<file path="src/rtl/spiseq_pkg.sv">
package spiseq_pkg;

    localparam int AW        = 5;
    localparam int TX_BYTES  = 6;
    localparam int CAP_BYTES = 10;
    localparam int TX_W      = TX_BYTES * 8;
    localparam int CAP_W     = CAP_BYTES * 8;
    localparam int MAX_BITS  = 56;
    localparam int CNTF_W    = 6;
    localparam int EXTRA_W   = 2;
    localparam int CNT_W     = CNTF_W + 1;
    localparam int START_BIT = 2;

    localparam logic [7:0]    UNLOCK_KEY = 8'h30;
    localparam logic [AW-1:0] A_TX0      = 5'h00;
    localparam logic [AW-1:0] A_CAP0     = 5'h08;
    localparam logic [AW-1:0] A_CTRL     = 5'h18;
    localparam logic [AW-1:0] A_COUNT    = 5'h19;
    localparam logic [AW-1:0] A_EXTRA    = 5'h1A;
    localparam logic [AW-1:0] A_KEY      = 5'h1B;
    localparam logic [AW-1:0] A_RUN      = 5'h1C;

    typedef enum logic [1:0] {
        PH_IDLE = 2'd0,
        PH_LOW  = 2'd1,
        PH_HIGH = 2'd2
    } phase_e;

    typedef struct packed {
        logic             go;
        logic [TX_W-1:0]  tx;
        logic [CNT_W-1:0] total;
    } launch_t;

    function automatic logic [CNTF_W-1:0] clamp_count(input logic [CNTF_W-1:0] v);
        return (v > CNTF_W'(MAX_BITS)) ? CNTF_W'(MAX_BITS) : v;
    endfunction

endpackage

</file>
<file path="src/rtl/spiseq_regs.sv">
module spiseq_regs
    import spiseq_pkg::*;
(
    input  logic             clk,
    input  logic             rst,
    input  logic             wen,
    input  logic [AW-1:0]    addr,
    input  logic [7:0]       wdata,
    input  logic             busy,
    input  logic [CAP_W-1:0] cap,
    output logic [7:0]       rdata,
    output launch_t          launch,
    output logic             srst,
    output logic             key_ok
);

    logic [7:0]         tx_q [TX_BYTES];
    logic [CNTF_W-1:0]  count_q;
    logic [EXTRA_W-1:0] extra_q;
    logic [7:0]         key_q;
    logic               run_q;
    logic [CNT_W-1:0]   total;

    always_ff @(posedge clk) begin
        if (rst) begin
            for (int i = 0; i < TX_BYTES; i++) tx_q[i] <= '0;
            count_q <= '0;
            extra_q <= '0;
            key_q   <= '0;
            run_q   <= 1'b1;
        end else begin
            if (wen) begin
                for (int i = 0; i < TX_BYTES; i++)
                    if (addr == A_TX0 + AW'(i)) tx_q[i] <= wdata;
                if (addr == A_COUNT) count_q <= clamp_count(wdata[CNTF_W-1:0]);
                if (addr == A_EXTRA) extra_q <= wdata[EXTRA_W-1:0];
                if (addr == A_KEY)   key_q   <= wdata;
                if (addr == A_RUN)   run_q   <= wdata[0];
            end
            if (!run_q) key_q <= '0;
        end
    end

    assign srst   = !run_q;
    assign key_ok = (key_q == UNLOCK_KEY);
    assign total  = CNT_W'(count_q) + CNT_W'(extra_q);

    always_comb begin
        launch       = '0;
        launch.go    = wen && (addr == A_CTRL) && wdata[START_BIT] && !busy
                       && key_ok && run_q && (total != '0);
        launch.total = total;
        for (int i = 0; i < TX_BYTES; i++) launch.tx[8*i +: 8] = tx_q[i];
    end

    always_comb begin
        rdata = '0;
        for (int i = 0; i < TX_BYTES; i++)
            if (addr == A_TX0 + AW'(i)) rdata = tx_q[i];
        for (int i = 0; i < CAP_BYTES; i++)
            if (addr == A_CAP0 + AW'(i)) rdata = cap[8*i +: 8];
        if (addr == A_CTRL)  rdata[START_BIT] = busy;
        if (addr == A_COUNT) rdata = 8'(count_q);
        if (addr == A_EXTRA) rdata = 8'(extra_q);
        if (addr == A_KEY)   rdata = key_q;
        if (addr == A_RUN)   rdata = {7'b0, run_q};
    end

    // the stored count never exceeds the frame limit
    p_count_cap_r4: assert property (@(posedge clk) disable iff (rst)
        count_q <= CNTF_W'(MAX_BITS));

endmodule

</file>
<file path="src/rtl/spiseq_tick.sv">
module spiseq_tick #(
    parameter int DIV_HALF = 2
) (
    input  logic clk,
    input  logic rst,
    input  logic run,
    output logic tick
);

    localparam int CW = (DIV_HALF > 1) ? $clog2(DIV_HALF) : 1;

    logic [CW-1:0] cnt_q;

    assign tick = run && (cnt_q == CW'(DIV_HALF - 1));

    always_ff @(posedge clk) begin
        if (rst || !run)  cnt_q <= '0;
        else if (tick)    cnt_q <= '0;
        else              cnt_q <= cnt_q + 1'b1;
    end

endmodule

</file>
<file path="src/rtl/spiseq_shifter.sv">
module spiseq_shifter
    import spiseq_pkg::*;
(
    input  logic             clk,
    input  logic             rst,
    input  logic             srst,
    input  launch_t          launch,
    input  logic             tick,
    input  logic             miso,
    output logic             csn,
    output logic             sclk,
    output logic             mosi,
    output logic             busy,
    output logic [CAP_W-1:0] cap
);

    phase_e           ph;
    logic [TX_W-1:0]  tx_sh;
    logic [CNT_W-1:0] left_q;
    logic [CNT_W-1:0] rises_q;
    logic [CNT_W-1:0] tot_q;

    assign busy = (ph != PH_IDLE);

    always_ff @(posedge clk) begin
        if (rst || srst) begin
            ph      <= PH_IDLE;
            csn     <= 1'b1;
            sclk    <= 1'b0;
            mosi    <= 1'b0;
            cap     <= '0;
            tx_sh   <= '0;
            left_q  <= '0;
            rises_q <= '0;
            tot_q   <= '0;
        end else begin
            unique case (ph)
                PH_IDLE: begin
                    if (launch.go) begin
                        ph      <= PH_LOW;
                        csn     <= 1'b0;
                        mosi    <= launch.tx[TX_W-1];
                        tx_sh   <= launch.tx << 1;
                        left_q  <= launch.total;
                        tot_q   <= launch.total;
                        rises_q <= '0;
                        cap     <= '0;
                    end
                end
                PH_LOW: begin
                    if (tick) begin
                        sclk    <= 1'b1;
                        cap     <= {cap[CAP_W-2:0], miso};
                        left_q  <= left_q - 1'b1;
                        rises_q <= rises_q + 1'b1;
                        ph      <= PH_HIGH;
                    end
                end
                PH_HIGH: begin
                    if (tick) begin
                        sclk <= 1'b0;
                        if (left_q == '0) begin
                            ph   <= PH_IDLE;
                            csn  <= 1'b1;
                            mosi <= 1'b0;
                        end else begin
                            mosi  <= tx_sh[TX_W-1];
                            tx_sh <= tx_sh << 1;
                            ph    <= PH_LOW;
                        end
                    end
                end
                default: ph <= PH_IDLE;
            endcase
        end
    end

    // clock idles low outside a frame
    p_sclk_idle_r5: assert property (@(posedge clk) disable iff (rst)
        csn |-> !sclk);

    // data out holds while the clock is high
    p_mosi_hold_r5: assert property (@(posedge clk) disable iff (rst)
        (sclk && $past(sclk)) |-> $stable(mosi));

    // edges taken plus edges remaining always equal the frame length
    p_edge_sum_r4: assert property (@(posedge clk) disable iff (rst)
        busy |-> (CNT_W'(rises_q + left_q) == tot_q));

    // a running frame keeps its length
    p_len_fixed_r8: assert property (@(posedge clk) disable iff (rst)
        (busy && $past(busy)) |-> $stable(tot_q));

endmodule

</file>
<file path="src/rtl/spiseq_top.sv">
module spiseq_top
    import spiseq_pkg::*;
#(
    parameter int DIV_HALF = 2
) (
    input  logic       clk,
    input  logic       rst,
    input  logic       reg_wen,
    input  logic [4:0] reg_addr,
    input  logic [7:0] reg_wdata,
    output logic [7:0] reg_rdata,
    output logic       spi_csn,
    output logic       spi_sclk,
    output logic       spi_mosi,
    input  logic       spi_miso
);

    launch_t          launch;
    logic             busy;
    logic             srst;
    logic             key_ok;
    logic             tick;
    logic [CAP_W-1:0] cap;

    spiseq_regs u_regs (
        .clk    (clk),
        .rst    (rst),
        .wen    (reg_wen),
        .addr   (reg_addr),
        .wdata  (reg_wdata),
        .busy   (busy),
        .cap    (cap),
        .rdata  (reg_rdata),
        .launch (launch),
        .srst   (srst),
        .key_ok (key_ok)
    );

    spiseq_tick #(.DIV_HALF(DIV_HALF)) u_tick (
        .clk  (clk),
        .rst  (rst),
        .run  (busy),
        .tick (tick)
    );

    spiseq_shifter u_shift (
        .clk    (clk),
        .rst    (rst),
        .srst   (srst),
        .launch (launch),
        .tick   (tick),
        .miso   (spi_miso),
        .csn    (spi_csn),
        .sclk   (spi_sclk),
        .mosi   (spi_mosi),
        .busy   (busy),
        .cap    (cap)
    );

    // chip select only falls when the key was in place
    p_key_gate_r2: assert property (@(posedge clk) disable iff (rst)
        $fell(spi_csn) |-> $past(key_ok));

endmodule

</file>
<file path="config.mk">
export PLATFORM = sky130hd
export DESIGN_NAME = spiseq_top
export DESIGN_NICKNAME = d
export VERILOG_FILES = /design/src/rtl/spiseq_pkg.sv /design/src/rtl/spiseq_regs.sv /design/src/rtl/spiseq_tick.sv /design/src/rtl/spiseq_shifter.sv /design/src/rtl/spiseq_top.sv
export SDC_FILE = /design/constraint.sdc
export NUM_CORES = 1
export LEC_CHECK = 0
export BUFFER_PORTS_ARGS = -buffer_cell sky130_fd_sc_hd__buf_4
export CAP_MARGIN = 25
export CORE_AREA = 2 2 154 156
export CTS_CLUSTER_SIZE = 24
export DETAILED_ROUTE_END_ITERATION = 8
export DIE_AREA = 0 0 156 158
export SLEW_MARGIN = 10
export SYNTH_ARGS = -nofsm -noshare
export SYNTH_HDL_FRONTEND = slang
export SYNTH_SLANG_ARGS = --single-unit
</file>
<file path="constraint.sdc">
create_clock -name clk -period 2.9 [get_ports clk]
set_clock_uncertainty 0.2 [all_clocks]
set_input_delay 0.29 -clock clk [delete_from_list [all_inputs] [get_ports clk]]
set_output_delay 0.29 -clock clk [all_outputs]
set_load 0.01 [all_outputs]
</file>
==> out/summary.txt, run 1 <==
initial antenna violation count - 0
RSZ-0062 raised after global routing - true
Synth Warn # - 0
# diodes - 0
final worst slack - -0.03362 ns
most frequent cells in the layout - nand2_1, dfxtp_1, a21oi_1
row cnt - 56
Clk pin slew, worst setup/hold paths - 0.06 ns
Bufs on Longest Clock Path - 3
Root Buffer - clkbuf_16
IO buf count - 27
crit end category - primary output
die area - 24650 um2
max-slew violation count - 0
crit path max fanout - 2
leading area contributor after synthesis - dfxtp_1
vias in the first global route - 9030
# DRC - 0
global-route wire length before repair - 52.19 mm
layout cells sized above 1 - 12.90%
Area contributors post-synth - dfxtp_1, edfxtp_1, nand2_1
Synth Register Bits - 205
Clk Latency, worst-skew pair - 0.51 ns
Post-Synthesis Cell Area - 10660 um2
sequential fraction of the synthesis area - 42.99%
WL final - 33.39 mm
Placer Congestion - 0.9807
Setup crit end - reg_rdata[4]
post-DP HPWL - 23.10 mm
DRT antenna net count - 0
Die X - 156 um
MaxCap Viol Count - 0
Synth async-reset ratio - 0%
DRT Pass-1 Iters - 5
RR Endpoint - u_shift.tx_sh[9]$_SDFFE_PP0P_
Post-synth EDFFs - 48
Power Density - 528.1 nW/um2
min cycle time layout - 2.934 ns
area of the core - 23050 um2
Area after DPL - 11400 um2
Final nets - 1356
reg2reg start - u_regs.extra_q[0]$_SDFFE_PP0P_
leakage power - 4.836 nW
violated checks - negative setup slack
outcome - finished with violations
syn nets - 1330
I/O pins - 28
Sink Count - 205
Slew HR - 62.63%
Die H - 158 um
# setup viols final - 1
CTS Buf Count - 23
Final Hold Vio Count - 0
Via Count - 9613
Cells after Synth - 1308
GR Overflow Total - 0
Synth cell types - 76
hold path start - reg_addr[2]
worst hold path cell count - 4
pre-CTS WS - 0.03041 ns
worst reg2reg path depth - 8
Avg Vias per Cell - 5.865
TritonCTS clock tree - built
actual slew at the worst max-slew pin - 0.5595 ns
Area Growth Syn to Fin - 16.14%
worst reg2reg setup slack - 0.10 ns
crit start category - register
WL/cell - 20.37 um
Crit. Startpoint - u_regs.tx_q[0][36]$_SDFFCE_PN0P_
Synth top area share - 29.47%
H-tree levels - 1
Initial Util - 46.26%
Peak VDD IR - 0.4844 mV
Hold Path Class - input pin to register
Hold WS - 0.1086 ns
fin crit share - 101.2%
gr usage total - 27.01%
1st-iter DRT viols - 800
crit path kind - register to primary output
Most used DFF post-synth - dfxtp_1
CP arrival - 2.44 ns
most common cell after layout, fill and taps aside - nand2_1
Pwr Total - 6.541 mW
CP required - 2.41 ns
final instance area - 12390 um2
FMAX - 340.9 MHz
pin count of the biggest net entering global routing - 74
synthesized area per cell - 8.153 um2
## worst max-delay path, cell delays in order, from the launching register on
cell	delay, ns
edfxtp_1	0.43
mux2_2	0.29
a221o_1	0.31
a211oi_2	0.20
buf_4	0.16
o221ai_2	0.11
a22o_1	0.29
buf_4	0.15
## worst min-delay path by stage
| stage | to |
|---|---|
| after floorplan | u_regs.count_q[5]$_SDFFE_PP0P_ |
| after global placement | u_shift.tx_sh[35]$_SDFFE_PP0P_ |
| after detailed placement | u_shift.tx_sh[2]$_SDFFE_PP0P_ |
| after CTS | u_regs.run_q$_SDFFE_PP1P_ |
| after global routing | u_regs.run_q$_SDFFE_PP1P_ |
| final | u_regs.run_q$_SDFFE_PP1P_ |
## cell families (layout without fill, tap and decap cells)
family | count (synthesis) | count (layout) | synth area share [%]
xor gates and xnor gates | 4 | 4 | 0.3286
and+or+nand+nor | 624 | 624 | 27.03
adders and majority gates | 5 | 5 | 0.6571
DFF | 205 | 205 | 42.99
AOI/OAI and AO/OA | 271 | 271 | 16.31
buffers and inverters | 124 | 165 | 5.080
muxes | 75 | 75 | 7.603
## repair_timing
item                       CTS  global route
pin swaps                    0             1
buffers inserted             1             3
hold buffers                12             0
gates resized for setup      2             6
cloned                       0             1
setup endpoints to repair    2            69
hold endpoints to repair    58             0
## final cells by class
| type | instances | area [um2] |
|---|---|---|
| Timing Repair Buffer | 114 | 1027 |
| Sequential cell | 205 | 4584 |
| Multi-Input combinational cell | 979 | 5595 |
| Clock inverter | 11 | 156.4 |
| Tap cell | 290 | 362.8 |
| Fill cell | 2199 | 10670 |
| Clock buffer | 29 | 618.1 |
| Inverter | 11 | 41.29 |
## cells in the mapped netlist, drive strengths merged, types with 26 or more instances
cell	n
nand2	333
dfxtp	157
a21oi	124
nand3	106
clkbuf	76
mux2i	63
and2	51
edfxtp	48
buf	37
nor2	37
o211ai	30
o21ai	26
## flip-flops by register name (all words and copies together) (netlist names)
name / cells
u_regs.count_q: 6
u_regs.extra_q: 2
u_regs.key_q: 8
u_regs.run_q: 1
u_regs.tx_q: 48
u_shift.cap: 80
u_shift.csn: 1
u_shift.left_q: 7
u_shift.mosi: 1
u_shift.ph: 2
u_shift.sclk: 1
u_shift.tx_sh: 47
u_tick.cnt_q: 1
## layer usage
layer | track usage, % | part of all wire (%)
met1 | 36.87 | 44
met2 | 45.91 | 48
met3 | 3.175 | 5.6
met4 | 6.466 | 2.4
met5 | 0 | 0
## per-stage QoR
step           std cells  TNS [ns]  utilization, %
2_1_floorplan       1308         0               -
3_3_place_gp        1582         0           49.45
3_5_place_dp        1582         0           49.45
4_1_cts             1635  -0.09183           53.41
5_1_grt             1639   -0.1813           53.73
6_report            1639  -0.03362           53.73
## power by group
part / internal, mW / total [mW] / switching, mW
clock: 1.86 / 3.05 / 1.19
combinational: 0.187 / 0.504 / 0.316
sequential: 2.96 / 2.99 / 0.0282
total: 5.01 / 6.54 / 1.53
Power figures use the tool's default switching activity.
==> run 2, diff against run 1 <==
--- a/config.mk
+++ b/config.mk
@@ -11,6 +11,8 @@
 export CTS_CLUSTER_SIZE = 24
 export DETAILED_ROUTE_END_ITERATION = 8
 export DIE_AREA = 0 0 156 158
+export RECOVER_POWER = 100
+export REMOVE_ABC_BUFFERS = 1
 export SLEW_MARGIN = 10
 export SYNTH_ARGS = -nofsm -noshare
 export SYNTH_HDL_FRONTEND = slang
==> out/summary.txt, run 2 (synthesis gave the netlist of run 1 again) <==
Worst path depth - 7 (unchanged)
slowest stage delay, CP - 0.43 ns (about the same)
crit path kind - register to primary output
worst hold path cell count - 4 (unchanged)
filler cell count in the final layout - 2209 (+0.45%)
CP max-delay cell - edfxtp_1
actual slew at the worst max-slew pin - 1.221 ns (+0.6614 ns)
Bufs on Longest Clock Path - 3 (unchanged)
H-tree levels - 1 (unchanged)
Initial Util - 46.26% (unchanged)
top sig layer - met4
crit-path cells - mux2_4, a221o_1, a211oi_2, buf_4, o221ai_2, a22o_1, buf_4
WL final - 33.68 mm (+0.87%)
initial antenna violation count - 0 (unchanged)
Clk Latency, worst-skew pair - 0.52 ns (about the same)
GR Overflow Total - 0 (unchanged)
IO buf count - 27 (unchanged)
CP required - 2.41 ns (about the same)
net switching power - 1.572 mW (+2.4%)
Largest regs - u_shift.cap: 80 flops, u_regs.tx_q: 48 flops, u_shift.tx_sh: 47 flops
M1 WL - 15.26 mm (+5.0%)
min cycle time layout - 2.881 ns (-0.05310 ns)
# DRC - 0 (unchanged)
gr usage total - 26.97% (-0.040 points)
Pint - 5.260 mW (+5.1%)
Final Hold Vio Count - 0 (unchanged)
Die H - 158 um (unchanged)
crit-path leading delay family - compound AO/OA/AOI/OAI gates
global-route wire length before repair - 51.98 mm (-0.41%)
Via Count - 9709 (+1.0%)
final worst slack - 0.01949 ns (+0.05310 ns)
WL/cell - 20.51 um (+0.69%)
Crit path top cell by count - buf_4
Peak VDD IR - 0.4562 mV (-5.8%)
crit start category - register
Root Buffer - clkbuf_16
Slew HR - 18.61% (-44 points)
Hold Path Class - input pin to register
fin crit share - 99.33% (-1.8 points)
DRT Pass-1 Iters - 5 (unchanged)
most common cell after layout, fill and taps aside - nand2_1
crit end category - primary output
CP arrival - 2.39 ns (-0.05 ns)
# diodes - 0 (unchanged)
most frequent cells in the layout - nand2_1, dfxtp_1, a21oi_1
RSZ-0062 raised after global routing - true
TritonCTS clock tree - built
wire length on met2 - 15.67 mm (-3.2%)
worst reg2reg path depth - 8 (unchanged)
max-slew violation count - 0 (unchanged)
pin count of the biggest net entering global routing - 84 (+14%)
area of the core - 23050 um2 (unchanged)
critical path buffer and inverter count - 2 (unchanged)
Die X - 156 um (unchanged)
Seq pwr share - 43.8% (-1.9 points)
1st-iter DRT viols - 818 (+2.3%)
vias in the first global route - 8924 (-1.2%)
layout cells sized above 1 - 11.98% (-0.92 points)
DRT antenna net count - 0 (unchanged)
Final nets - 1358 (+0.15%)
switching part of the total - 23.01% (-0.46 points)
FMAX - 347.2 MHz (+1.8%)
# setup viols final - 0 (-1)
pre-CTS WS - 0.1200 ns (+0.08959 ns)
leakage power - 4.800 nW (-0.73%)
Area Growth Syn to Fin - 16.71%
TNS Setup - 0 ns (+0.03362 ns)
Sink Count - 205 (unchanged)
MaxCap Viol Count - 0 (unchanged)
Clk pin slew, worst setup/hold paths - 0.06 ns (about the same)
met3 wire length - 1.924 mm (+3.0%)
Gate power share - 7.5% (-0.2 points)
Power Density - 548.9 nW/um2 (+3.9%)
max reg flops - 80 (unchanged)
Clk pwr share - 48.7% (+2.1 points)
row cnt - 56 (unchanged)
outcome - finished, final reports clean
I/O pins - 28 (unchanged)
Avg Vias per Cell - 5.913 (+0.81%)
Top reg by flops - u_shift.cap
CTS Buf Count - 24 (+4.3%)
post-DP HPWL - 23.33 mm (+1.0%)
die area - 24650 um2 (unchanged)
Placer Congestion - 0.9808 (about the same)
Hold WS - 0.07147 ns (-0.03710 ns)
Layout Utilization - 53.99% (+0.26 points)
crit path max fanout - 2 (unchanged)
==> run 2: cell types whose count changed in the layout (fill, tap and decap cells not counted), sizes merged <==
cell and change:
clkinvlp +2, buf -22, dlygate4sd3 +2, clkinv -4, clkbuf +24, bufinv +1
==> run 2: routing by layer <==
layer	vias up	GRT usage, %
li1	4658	-
met5	-	0
met3	61	3.942
met1	4718	37.98
met4	0	6.946
met2	272	43.59
==> run 2: cell type report <==
type                    instances  area (um2)  area share (%)
multi-input cells             979        5618           45.14
flip-flops and latches        205        4588           36.87
repair buffers                115       964.7           7.751
clock buffers                  32       691.9           5.559
well taps                     290       362.8           2.915
clock inverters                10       178.9           1.438
inverters                      11       41.29          0.3318
==> run 2: worst paths after layout <==
check / startpoint / to / slack, ns
hold reg to reg: u_shift.tx_sh[4]$_SDFFE_PP0P_ / u_shift.tx_sh[4]$_SDFFE_PP0P_ / 0.26
hold / removal: reg_wdata[2] / u_regs.count_q[2]$_SDFFE_PP0P_ / 0.07
setup / recovery: u_regs.tx_q[0][36]$_SDFFCE_PN0P_ / reg_rdata[4] / 0.02
setup reg to reg: u_regs.extra_q[0]$_SDFFE_PP0P_ / u_shift.tx_sh[2]$_SDFFE_PP0P_ / 0.09
==> run 2: worst min-delay path: stages <==
cell,delay (ns)
buf_4,0.14
buf_4,0.18
nand3_1,0.08
a21oi_1,0.06
==> run 2: through the flow <==
step                      cell area, um2  power (mW)  std cells
after floorplan                    10160       3.265       1195
after global placement             11430       3.547       1583
after detailed placement           11430       3.546       1583
after CTS                          12480       6.873       1641
after global routing               12450       7.028       1642
final                              12450       6.832       1642
==> run 2: repair_timing <==
action	CTS	global route
hold buffers	14	0
pin swaps	2	4
resized for setup	6	15
endpoints found under the hold margin	59	0
gates cloned	0	1
endpoints found under the setup margin	4	32
setup buffers	2	1
==> run 2: power by group through the flow <==
stage,combinational (mW),sequential (mW),clock [mW]
finish,0.513,3.00,3.32
global route,0.550,3.00,3.48
global placement,0.488,3.06,0
floorplan,0.228,3.04,0
CTS,0.508,2.99,3.37
detailed placement,0.489,3.06,0
